File: config.mk
export PLATFORM = sky130hd
export DESIGN_NAME = ser_reg_port
export DESIGN_NICKNAME = d
export VERILOG_FILES = /design/src/rtl/ser_reg_pkg.sv /design/src/rtl/ser_sync.sv /design/src/rtl/ser_frame.sv /design/src/rtl/ser_out.sv /design/src/rtl/ser_bank.sv /design/src/rtl/ser_reg_port.sv
export SDC_FILE = /design/constraint.sdc
export NUM_CORES = 1
export LEC_CHECK = 0
export BUFFER_PORTS_ARGS = -buffer_cell sky130_fd_sc_hd__buf_2
export CAP_MARGIN = 20
export CORE_ASPECT_RATIO = 0.5
export CORE_MARGIN = 2
export CORE_UTILIZATION = 30
export CTS_BUF_LIST = sky130_fd_sc_hd__clkbuf_8
export CTS_CLUSTER_SIZE = 8
export DETAILED_ROUTE_END_ITERATION = 8
export PLACE_DENSITY_LB_ADDON = 0.25
export SKIP_CTS_REPAIR_TIMING = 1
export SYNTH_ARGS = -nofsm -noshare
export SYNTH_HDL_FRONTEND = slang
export SYNTH_SLANG_ARGS = --single-unit
File: constraint.sdc
create_clock -name clk_i -period 3.59 [get_ports clk_i]
set_clock_uncertainty 0.2 [all_clocks]
set_input_delay 0.1795 -clock clk_i [delete_from_list [all_inputs] [get_ports clk_i]]
set_output_delay 0.1795 -clock clk_i [all_outputs]
set_load 0.02 [all_outputs]
File: src/rtl/ser_reg_pkg.sv
package ser_reg_pkg;
  localparam int ADDR_W = 6;
  localparam int DATA_W = 8;
  localparam int SYNC_STAGES = 2;

  typedef enum logic {
    EDGE_RISE = 1'b0,
    EDGE_FALL = 1'b1
  } launch_edge_e;
endpackage

File: src/rtl/ser_sync.sv
module ser_sync #(
  parameter int W = 1,
  parameter int STAGES = 2,
  parameter logic [W-1:0] RST_VAL = '0
) (
  input  logic         clk_i,
  input  logic         rst_ni,
  input  logic [W-1:0] d_i,
  output logic [W-1:0] q_o
);
  logic [W-1:0] stg_q [STAGES];

  for (genvar g = 0; g < STAGES; g++) begin : g_stage
    always_ff @(posedge clk_i or negedge rst_ni) begin
      if (!rst_ni) stg_q[g] <= RST_VAL;
      else if (g == 0) stg_q[g] <= d_i;
      else stg_q[g] <= stg_q[(g == 0) ? 0 : g-1];
    end
  end

  assign q_o = stg_q[STAGES-1];
endmodule

File: src/rtl/ser_frame.sv
module ser_frame #(
  parameter int ADDR_W = 6,
  parameter int DATA_W = 8,
  localparam int TOTAL = 1 + ADDR_W + DATA_W,
  localparam int CNT_W = $clog2(TOTAL + 1),
  localparam int SR_W = (DATA_W > ADDR_W) ? DATA_W : ADDR_W
) (
  input  logic              clk_i,
  input  logic              rst_ni,
  input  logic              cs_n_s_i,
  input  logic              sck_s_i,
  input  logic              sdi_s_i,
  output logic              active_o,
  output logic              rise_o,
  output logic              fall_o,
  output logic              rw_o,
  output logic [CNT_W-1:0]  cnt_o,
  output logic [ADDR_W-1:0] addr_o,
  output logic              wr_en_o,
  output logic [DATA_W-1:0] wdata_o
);
  localparam logic [CNT_W-1:0] C_TOTAL = CNT_W'(TOTAL);
  localparam logic [CNT_W-1:0] C_LAST_ADDR = CNT_W'(ADDR_W);
  localparam logic [CNT_W-1:0] C_LAST_BIT = CNT_W'(TOTAL - 1);

  logic             sck_prev_q;
  logic [CNT_W-1:0] cnt_q;
  logic [SR_W-1:0]  in_sr_q;
  logic             rw_q;
  logic [ADDR_W-1:0] addr_q;
  logic [ADDR_W-1:0] addr_now;

  assign active_o = ~cs_n_s_i;
  assign rise_o   = sck_s_i & ~sck_prev_q;
  assign fall_o   = ~sck_s_i & sck_prev_q;
  assign addr_now = {in_sr_q[ADDR_W-2:0], sdi_s_i};

  always_ff @(posedge clk_i or negedge rst_ni) begin
    if (!rst_ni) begin
      sck_prev_q <= 1'b0;
      cnt_q      <= '0;
      in_sr_q    <= '0;
      rw_q       <= 1'b0;
      addr_q     <= '0;
    end else begin
      sck_prev_q <= sck_s_i;
      if (!active_o) begin
        cnt_q <= '0;
      end else if (rise_o && cnt_q < C_TOTAL) begin
        cnt_q   <= cnt_q + 1'b1;
        in_sr_q <= {in_sr_q[SR_W-2:0], sdi_s_i};
        if (cnt_q == '0) rw_q <= sdi_s_i;
        if (cnt_q == C_LAST_ADDR) addr_q <= addr_now;
      end
    end
  end

  // rising-launch reads need the address in the same cycle it completes
  assign addr_o  = (rise_o && cnt_q == C_LAST_ADDR) ? addr_now : addr_q;
  assign rw_o    = rw_q;
  assign cnt_o   = cnt_q;
  assign wr_en_o = active_o && rise_o && (cnt_q == C_LAST_BIT) && !rw_q;
  assign wdata_o = {in_sr_q[DATA_W-2:0], sdi_s_i};

  assert_bit_advance_R1: assert property (@(posedge clk_i) disable iff (!rst_ni)
    (active_o && rise_o && cnt_q < C_TOTAL) |=> (cnt_q == $past(cnt_q) + 1'b1));
endmodule

File: src/rtl/ser_out.sv
module ser_out #(
  parameter int DATA_W = 8,
  parameter int CNT_W = 4,
  parameter int LAST_ADDR = 6,
  parameter int LAST_BIT = 14
) (
  input  logic              clk_i,
  input  logic              rst_ni,
  input  logic              active_i,
  input  logic              rise_i,
  input  logic              fall_i,
  input  logic              edge_sel_i,
  input  logic              rw_i,
  input  logic [CNT_W-1:0]  cnt_i,
  input  logic [DATA_W-1:0] rdata_i,
  output logic              sdo_o,
  output logic              oe_o
);
  import ser_reg_pkg::*;

  // rising launch sees the pre-increment count, falling launch the post-increment one
  localparam logic [CNT_W-1:0] C_LOAD_R = CNT_W'(LAST_ADDR);
  localparam logic [CNT_W-1:0] C_LOAD_F = CNT_W'(LAST_ADDR + 1);
  localparam logic [CNT_W-1:0] C_SH_R_LO = CNT_W'(LAST_ADDR + 1);
  localparam logic [CNT_W-1:0] C_SH_R_HI = CNT_W'(LAST_BIT - 1);
  localparam logic [CNT_W-1:0] C_SH_F_LO = CNT_W'(LAST_ADDR + 2);
  localparam logic [CNT_W-1:0] C_SH_F_HI = CNT_W'(LAST_BIT);

  logic              drv_q;
  logic [DATA_W-1:0] out_sr_q;
  logic              launch, load, shift;
  logic [CNT_W-1:0]  load_cnt, sh_lo, sh_hi;

  always_comb begin
    if (launch_edge_e'(edge_sel_i) == EDGE_FALL) begin
      launch = fall_i; load_cnt = C_LOAD_F; sh_lo = C_SH_F_LO; sh_hi = C_SH_F_HI;
    end else begin
      launch = rise_i; load_cnt = C_LOAD_R; sh_lo = C_SH_R_LO; sh_hi = C_SH_R_HI;
    end
  end

  assign load  = active_i && launch && rw_i && !drv_q && (cnt_i == load_cnt);
  assign shift = active_i && launch && drv_q && (cnt_i >= sh_lo) && (cnt_i <= sh_hi);

  always_ff @(posedge clk_i or negedge rst_ni) begin
    if (!rst_ni) begin
      drv_q    <= 1'b0;
      out_sr_q <= '0;
    end else begin
      if (!active_i) drv_q <= 1'b0;
      else if (load) drv_q <= 1'b1;
      if (load) out_sr_q <= rdata_i;
      else if (shift) out_sr_q <= {out_sr_q[DATA_W-2:0], 1'b0};
    end
  end

  assign oe_o  = drv_q;
  assign sdo_o = drv_q & out_sr_q[DATA_W-1];

  assert_no_drive_on_write_R3: assert property (@(posedge clk_i) disable iff (!rst_ni)
    drv_q |-> rw_i);
  assert_float_in_header_R4: assert property (@(posedge clk_i) disable iff (!rst_ni)
    drv_q |-> (cnt_i > C_LOAD_R));
  assert_release_floats_R6: assert property (@(posedge clk_i) disable iff (!rst_ni)
    !active_i |=> !drv_q);
  assert_hold_between_launch_R2: assert property (@(posedge clk_i) disable iff (!rst_ni)
    (drv_q && !launch) |=> $stable(out_sr_q));
endmodule

File: src/rtl/ser_bank.sv
module ser_bank #(
  parameter int ADDR_W = 6,
  parameter int DATA_W = 8,
  localparam int DEPTH = 1 << ADDR_W
) (
  input  logic              clk_i,
  input  logic              rst_ni,
  input  logic              we_i,
  input  logic [ADDR_W-1:0] waddr_i,
  input  logic [DATA_W-1:0] wdata_i,
  input  logic [ADDR_W-1:0] raddr_i,
  output logic [DATA_W-1:0] rdata_o
);
  logic [DATA_W-1:0] mem_q [DEPTH];

  always_ff @(posedge clk_i or negedge rst_ni) begin
    if (!rst_ni) begin
      for (int i = 0; i < DEPTH; i++) mem_q[i] <= '0;
    end else if (we_i) begin
      mem_q[waddr_i] <= wdata_i;
    end
  end

  assign rdata_o = mem_q[raddr_i];
endmodule

File: src/rtl/ser_reg_port.sv
module ser_reg_port
  import ser_reg_pkg::*;
#(
  parameter int A_W = ADDR_W,
  parameter int D_W = DATA_W,
  parameter int SYNC_N = SYNC_STAGES,
  localparam int TOTAL = 1 + A_W + D_W,
  localparam int CNT_W = $clog2(TOTAL + 1)
) (
  input  logic clk_i,
  input  logic rst_ni,
  input  logic cs_ni,
  input  logic sck_i,
  input  logic sdi_i,
  input  logic out_edge_i,
  output logic sdo_o,
  output logic sdo_oe_o
);
  logic [2:0]       sync_q;
  logic             active, rise, fall, rw, wr_en;
  logic [CNT_W-1:0] cnt;
  logic [A_W-1:0]   addr;
  logic [D_W-1:0]   wdata, rdata;

  ser_sync #(.W(3), .STAGES(SYNC_N), .RST_VAL(3'b100)) u_sync (
    .clk_i(clk_i), .rst_ni(rst_ni), .d_i({cs_ni, sck_i, sdi_i}), .q_o(sync_q)
  );

  ser_frame #(.ADDR_W(A_W), .DATA_W(D_W)) u_frame (
    .clk_i(clk_i), .rst_ni(rst_ni),
    .cs_n_s_i(sync_q[2]), .sck_s_i(sync_q[1]), .sdi_s_i(sync_q[0]),
    .active_o(active), .rise_o(rise), .fall_o(fall), .rw_o(rw), .cnt_o(cnt),
    .addr_o(addr), .wr_en_o(wr_en), .wdata_o(wdata)
  );

  ser_bank #(.ADDR_W(A_W), .DATA_W(D_W)) u_bank (
    .clk_i(clk_i), .rst_ni(rst_ni), .we_i(wr_en), .waddr_i(addr),
    .wdata_i(wdata), .raddr_i(addr), .rdata_o(rdata)
  );

  ser_out #(.DATA_W(D_W), .CNT_W(CNT_W), .LAST_ADDR(A_W), .LAST_BIT(TOTAL - 1)) u_out (
    .clk_i(clk_i), .rst_ni(rst_ni), .active_i(active), .rise_i(rise), .fall_i(fall),
    .edge_sel_i(out_edge_i), .rw_i(rw), .cnt_i(cnt), .rdata_i(rdata),
    .sdo_o(sdo_o), .oe_o(sdo_oe_o)
  );

  assert_write_while_float_R3: assert property (@(posedge clk_i) disable iff (!rst_ni)
    wr_en |-> !sdo_oe_o);
endmodule

==> reports/results.tsv <==
stage	metric	value	unit
detailed_routing	wirelength	74.4	mm
pwr	seq_power_share	0.496	
setup_path	crit_top_cell	buf_4	
setup_path	path_buf_inv	4	
setup_path	critPathCaptureType	flip-flop	
floorplanning	die_w	409	um
cells_and_area	syn2layout_area_growth	17.1	%
floorplanning	die-area	84300	um2
cts	cts.clk_slew.worst_paths	0.07	ns
pwr	power_switching	0.00359	W
cts	worstSkewPairLatency	0.68	ns
setup_path	crit_chain	inv_1, ha_1, nand3b_4, nor2_4, buf_4, o41ai_4, buf_4, a22oi_1, a31oi_1, nor3_2, buf_4, a31oi_1	
synth	ys_types	66	
cts	cts_tree	yes	
flow_run	maxCapViolCount	0	
sta	finalHoldViolCount	0	
grt	grt_overflow	0	
setup_path	cp.required	3.98	ns
grt	use_met3	0.0317	
cells_and_area	fin_util	0.353	
min_path	hold-path-cell-count	7	
sta	maxSlewViolCount	0	
synth	synthDominantCellAreaShare	0.554	
synth	synth_fp_nets	1816	
placed_design	numPortBuffers	7	
setup_path	cp.arrival	3.88	ns
detailed_routing	drtPass1Iterations	5	
synth	synth_most_common_cell	dfrtp_1	
synth	syn_area	24600	um2
synth	synthCells	1802	
grt	use_met1	0.265	
synth	ys_top_cells_by_count	dfrtp_1, mux2_2, a22oi_1	
placed_design	dp_hpwl	47.8	mm
floorplanning	start_util	0.302	
detailed_routing	antenna_left	0	
sta	fmax	0.287	GHz
setup_path	crit_family	compound AO/OA/AOI/OAI gates	
grt	grt_pass1_wl	112	mm
synth	yosysSeqAreaShare	0.556	
setup_path	r2r_cells	12	
pwr	ir_drop	460	uV
sta	rsz0062_at_grt	yes	
setup_path	critPathLaunchType	flip-flop	
floorplanning	num_rows	74	
synth	ys.flop_type	dfrtp_1	
cts	cts_buffers	89	
detailed_routing	drc	0	
sta	fin_tns_setup	0	ns
pwr	power_leakage	13.3	nW
grt	grt_usage	0.176	
detailed_routing	wire_per_inst	24.2	um
cts	cts_buffer_depth	3	
placed_design	placed_cells	2904	
cts	clock_sinks	546	
pwr	power_per_cell_area	446	nW/um2
sta	holdWs	0.149	ns
pwr	swShare	0.279	
setup_path	crit_slowest_cell	o41ai_4	
setup_path	critPathMaxFanout	24	
sta	min_period	3.49	ns
sta	setup-violations-final	0	
sta	fin_ws	0.102	ns
placed_design	gp_congestion	0.825	
cells_and_area	final_layout_size_suffix_gt1_frac	0.453	
grt	grt-busiest-layer	met1	
sta	max_slew_margin	0.399	
setup_path	critical_path_class	flip-flop to flip-flop	
cts	clockRootBuffer	clkbuf_8	
status	run_status	finished clean	
floorplanning	num_io_pins	8	
setup_path	cp.depth	12	
synth	synth_edf_count	0	
grt	grt_start_max_net_pins	98	
synth	postSynthAreaPerCell	13.6	um2
detailed_routing	viasPerCell	5.23	
min_path	hp-class	input port to flip-flop	
synth	ys_warn_count	0	
floorplanning	core	81400	um2
sta	post-route-period-util	0.972	
synth	synth_area_leader_cell	dfrtp_1	
pwr	p_int	0.00925	W
floorplanning	die_h	206	um
setup_path	slowest_delay	0.54	ns
sta	tightest_slew	0.901	ns
synth	async_flop_share	1.00	
grt	grt_pass1_vias	16400	
pwr	p_comb_frac	0.082	
cts	cts_htree_levels	3	
synth	synth.area.top_cells	dfrtp_1, mux2_2, a22oi_1	
synth	ys_seq_elements	546	
cells_and_area	fin_cells	3077	
detailed_routing	vias	16100	
grt	grtUsageMet2	0.257	
grt	antenna_found_initial	2	
pwr	pwr-share-clk	0.422	
cells_and_area	num-nets-final	1922	
detailed_routing	drt_iter0_markers	1246	
placed_design	dp_slack	-0.253	ns
-- final timing paths --
check / startpoint / endpoint / slack [ns]
max: u_frame.cnt_o[0] / u_out.out_sr_q[4] / 0.10
min: out_edge_i / u_out.oe_o / 0.15
max reg2reg: u_frame.cnt_o[0] / u_out.out_sr_q[4] / 0.10
min reg2reg: u_sync.stg_q[3] / u_sync.q_o[0] / 0.16
max in group asynchronous: rst_ni / u_bank.mem_q[362] / 1.31
min in group asynchronous: rst_ni / u_bank.mem_q[353] / 0.44
-- layout by cell type (no fill, tap or decap), types with 10 or more instances in the layout --
master / instances
nand2_1: 36
o21ai_0: 21
mux2_2: 508
nor2_1: 10
inv_1: 45
buf_4: 119
a221oi_1: 58
or2_2: 12
a22o_1: 58
a22oi_1: 128
nor2b_1: 10
nor2_4: 13
dfrtp_1: 536
a31oi_1: 64
o21a_1: 19
clkbuf_8: 113
nor2_2: 32
buf_12: 26
-- per-layer routing --
| metal | vias to the layer above | share of wire |
|---|---|---|
| met5 | - | 0.00017 |
| met4 | 2 | 0.021 |
| met3 | 106 | 0.046 |
| met2 | 372 | 0.43 |
| met1 | 8597 | 0.51 |
| li1 | 7007 | - |
-- worst register-to-register path, delay by kind of cell (launching register included) --
family	cells	cell delay, ns
buffers and inverters	4	0.86
AOI/OAI and AO/OA	4	1.34
and+or+nand+nor	3	0.40
adders and majority gates	1	0.24
DFF	1	0.35
-- registers in the layout, indices dropped and copies added, names as in the netlist --
name                count
u_frame.sck_prev_q      1
u_sync.stg_q            3
u_frame.addr_q          6
u_frame.rw_o            1
u_out.oe_o              1
u_frame.in_sr_q         7
u_frame.cnt_o           4
u_out.out_sr_q          8
u_bank.mem_q          512
u_sync.q_o              3
-- cells by family (layout without fill, tap and decap cells) --
kind of cell,count (synthesis),after routing,synth area share
AO/OA/AOI/OAI,385,385,0.124
flip-flops,546,546,0.556
adder cells (fa/ha/maj),8,8,0.00408
other,0,1,0
AND/OR/NAND/NOR,187,187,0.0491
buffers and inverters,157,329,0.0296
XOR/XNOR,3,3,0.00107
multiplexers,516,516,0.236
-- stage by stage --
| stage | instance area (um2) | power (W) |
|---|---|---|
| 4_1_cts | 28500 | 0.0130 |
| 3_3_place_gp | 26700 | 0.00753 |
| 3_5_place_dp | 26700 | 0.00752 |
| 6_report | 28800 | 0.0128 |
| 2_1_floorplan | 24600 | 0.00689 |
| 5_1_grt | 28800 | 0.0134 |
-- layout make-up --
type	count	area [um2]
fillers	7943	52600
repair buffers	162	1560
inverters	10	37.5
clock buffers	113	1560
well taps	1102	1380
diodes	1	2.50
multi-input cells	1099	10300
clock inverters	44	206
flip-flops and latches	546	13700
-- power by group through the flow --
| stage | Sequential, W | Clock (W) | Combinational [W] |
|---|---|---|---|
| final | 0.00637 | 0.00542 | 0.00105 |
| after global routing | 0.00638 | 0.00584 | 0.00113 |
| after CTS | 0.00637 | 0.00556 | 0.00104 |
| after detailed placement | 0.00648 | 0 | 0.00104 |
| after global placement | 0.00648 | 0 | 0.00105 |
| after floorplan | 0.00632 | 0 | 0.000571 |
No activity file was read; power rests on OpenSTA's default activity.
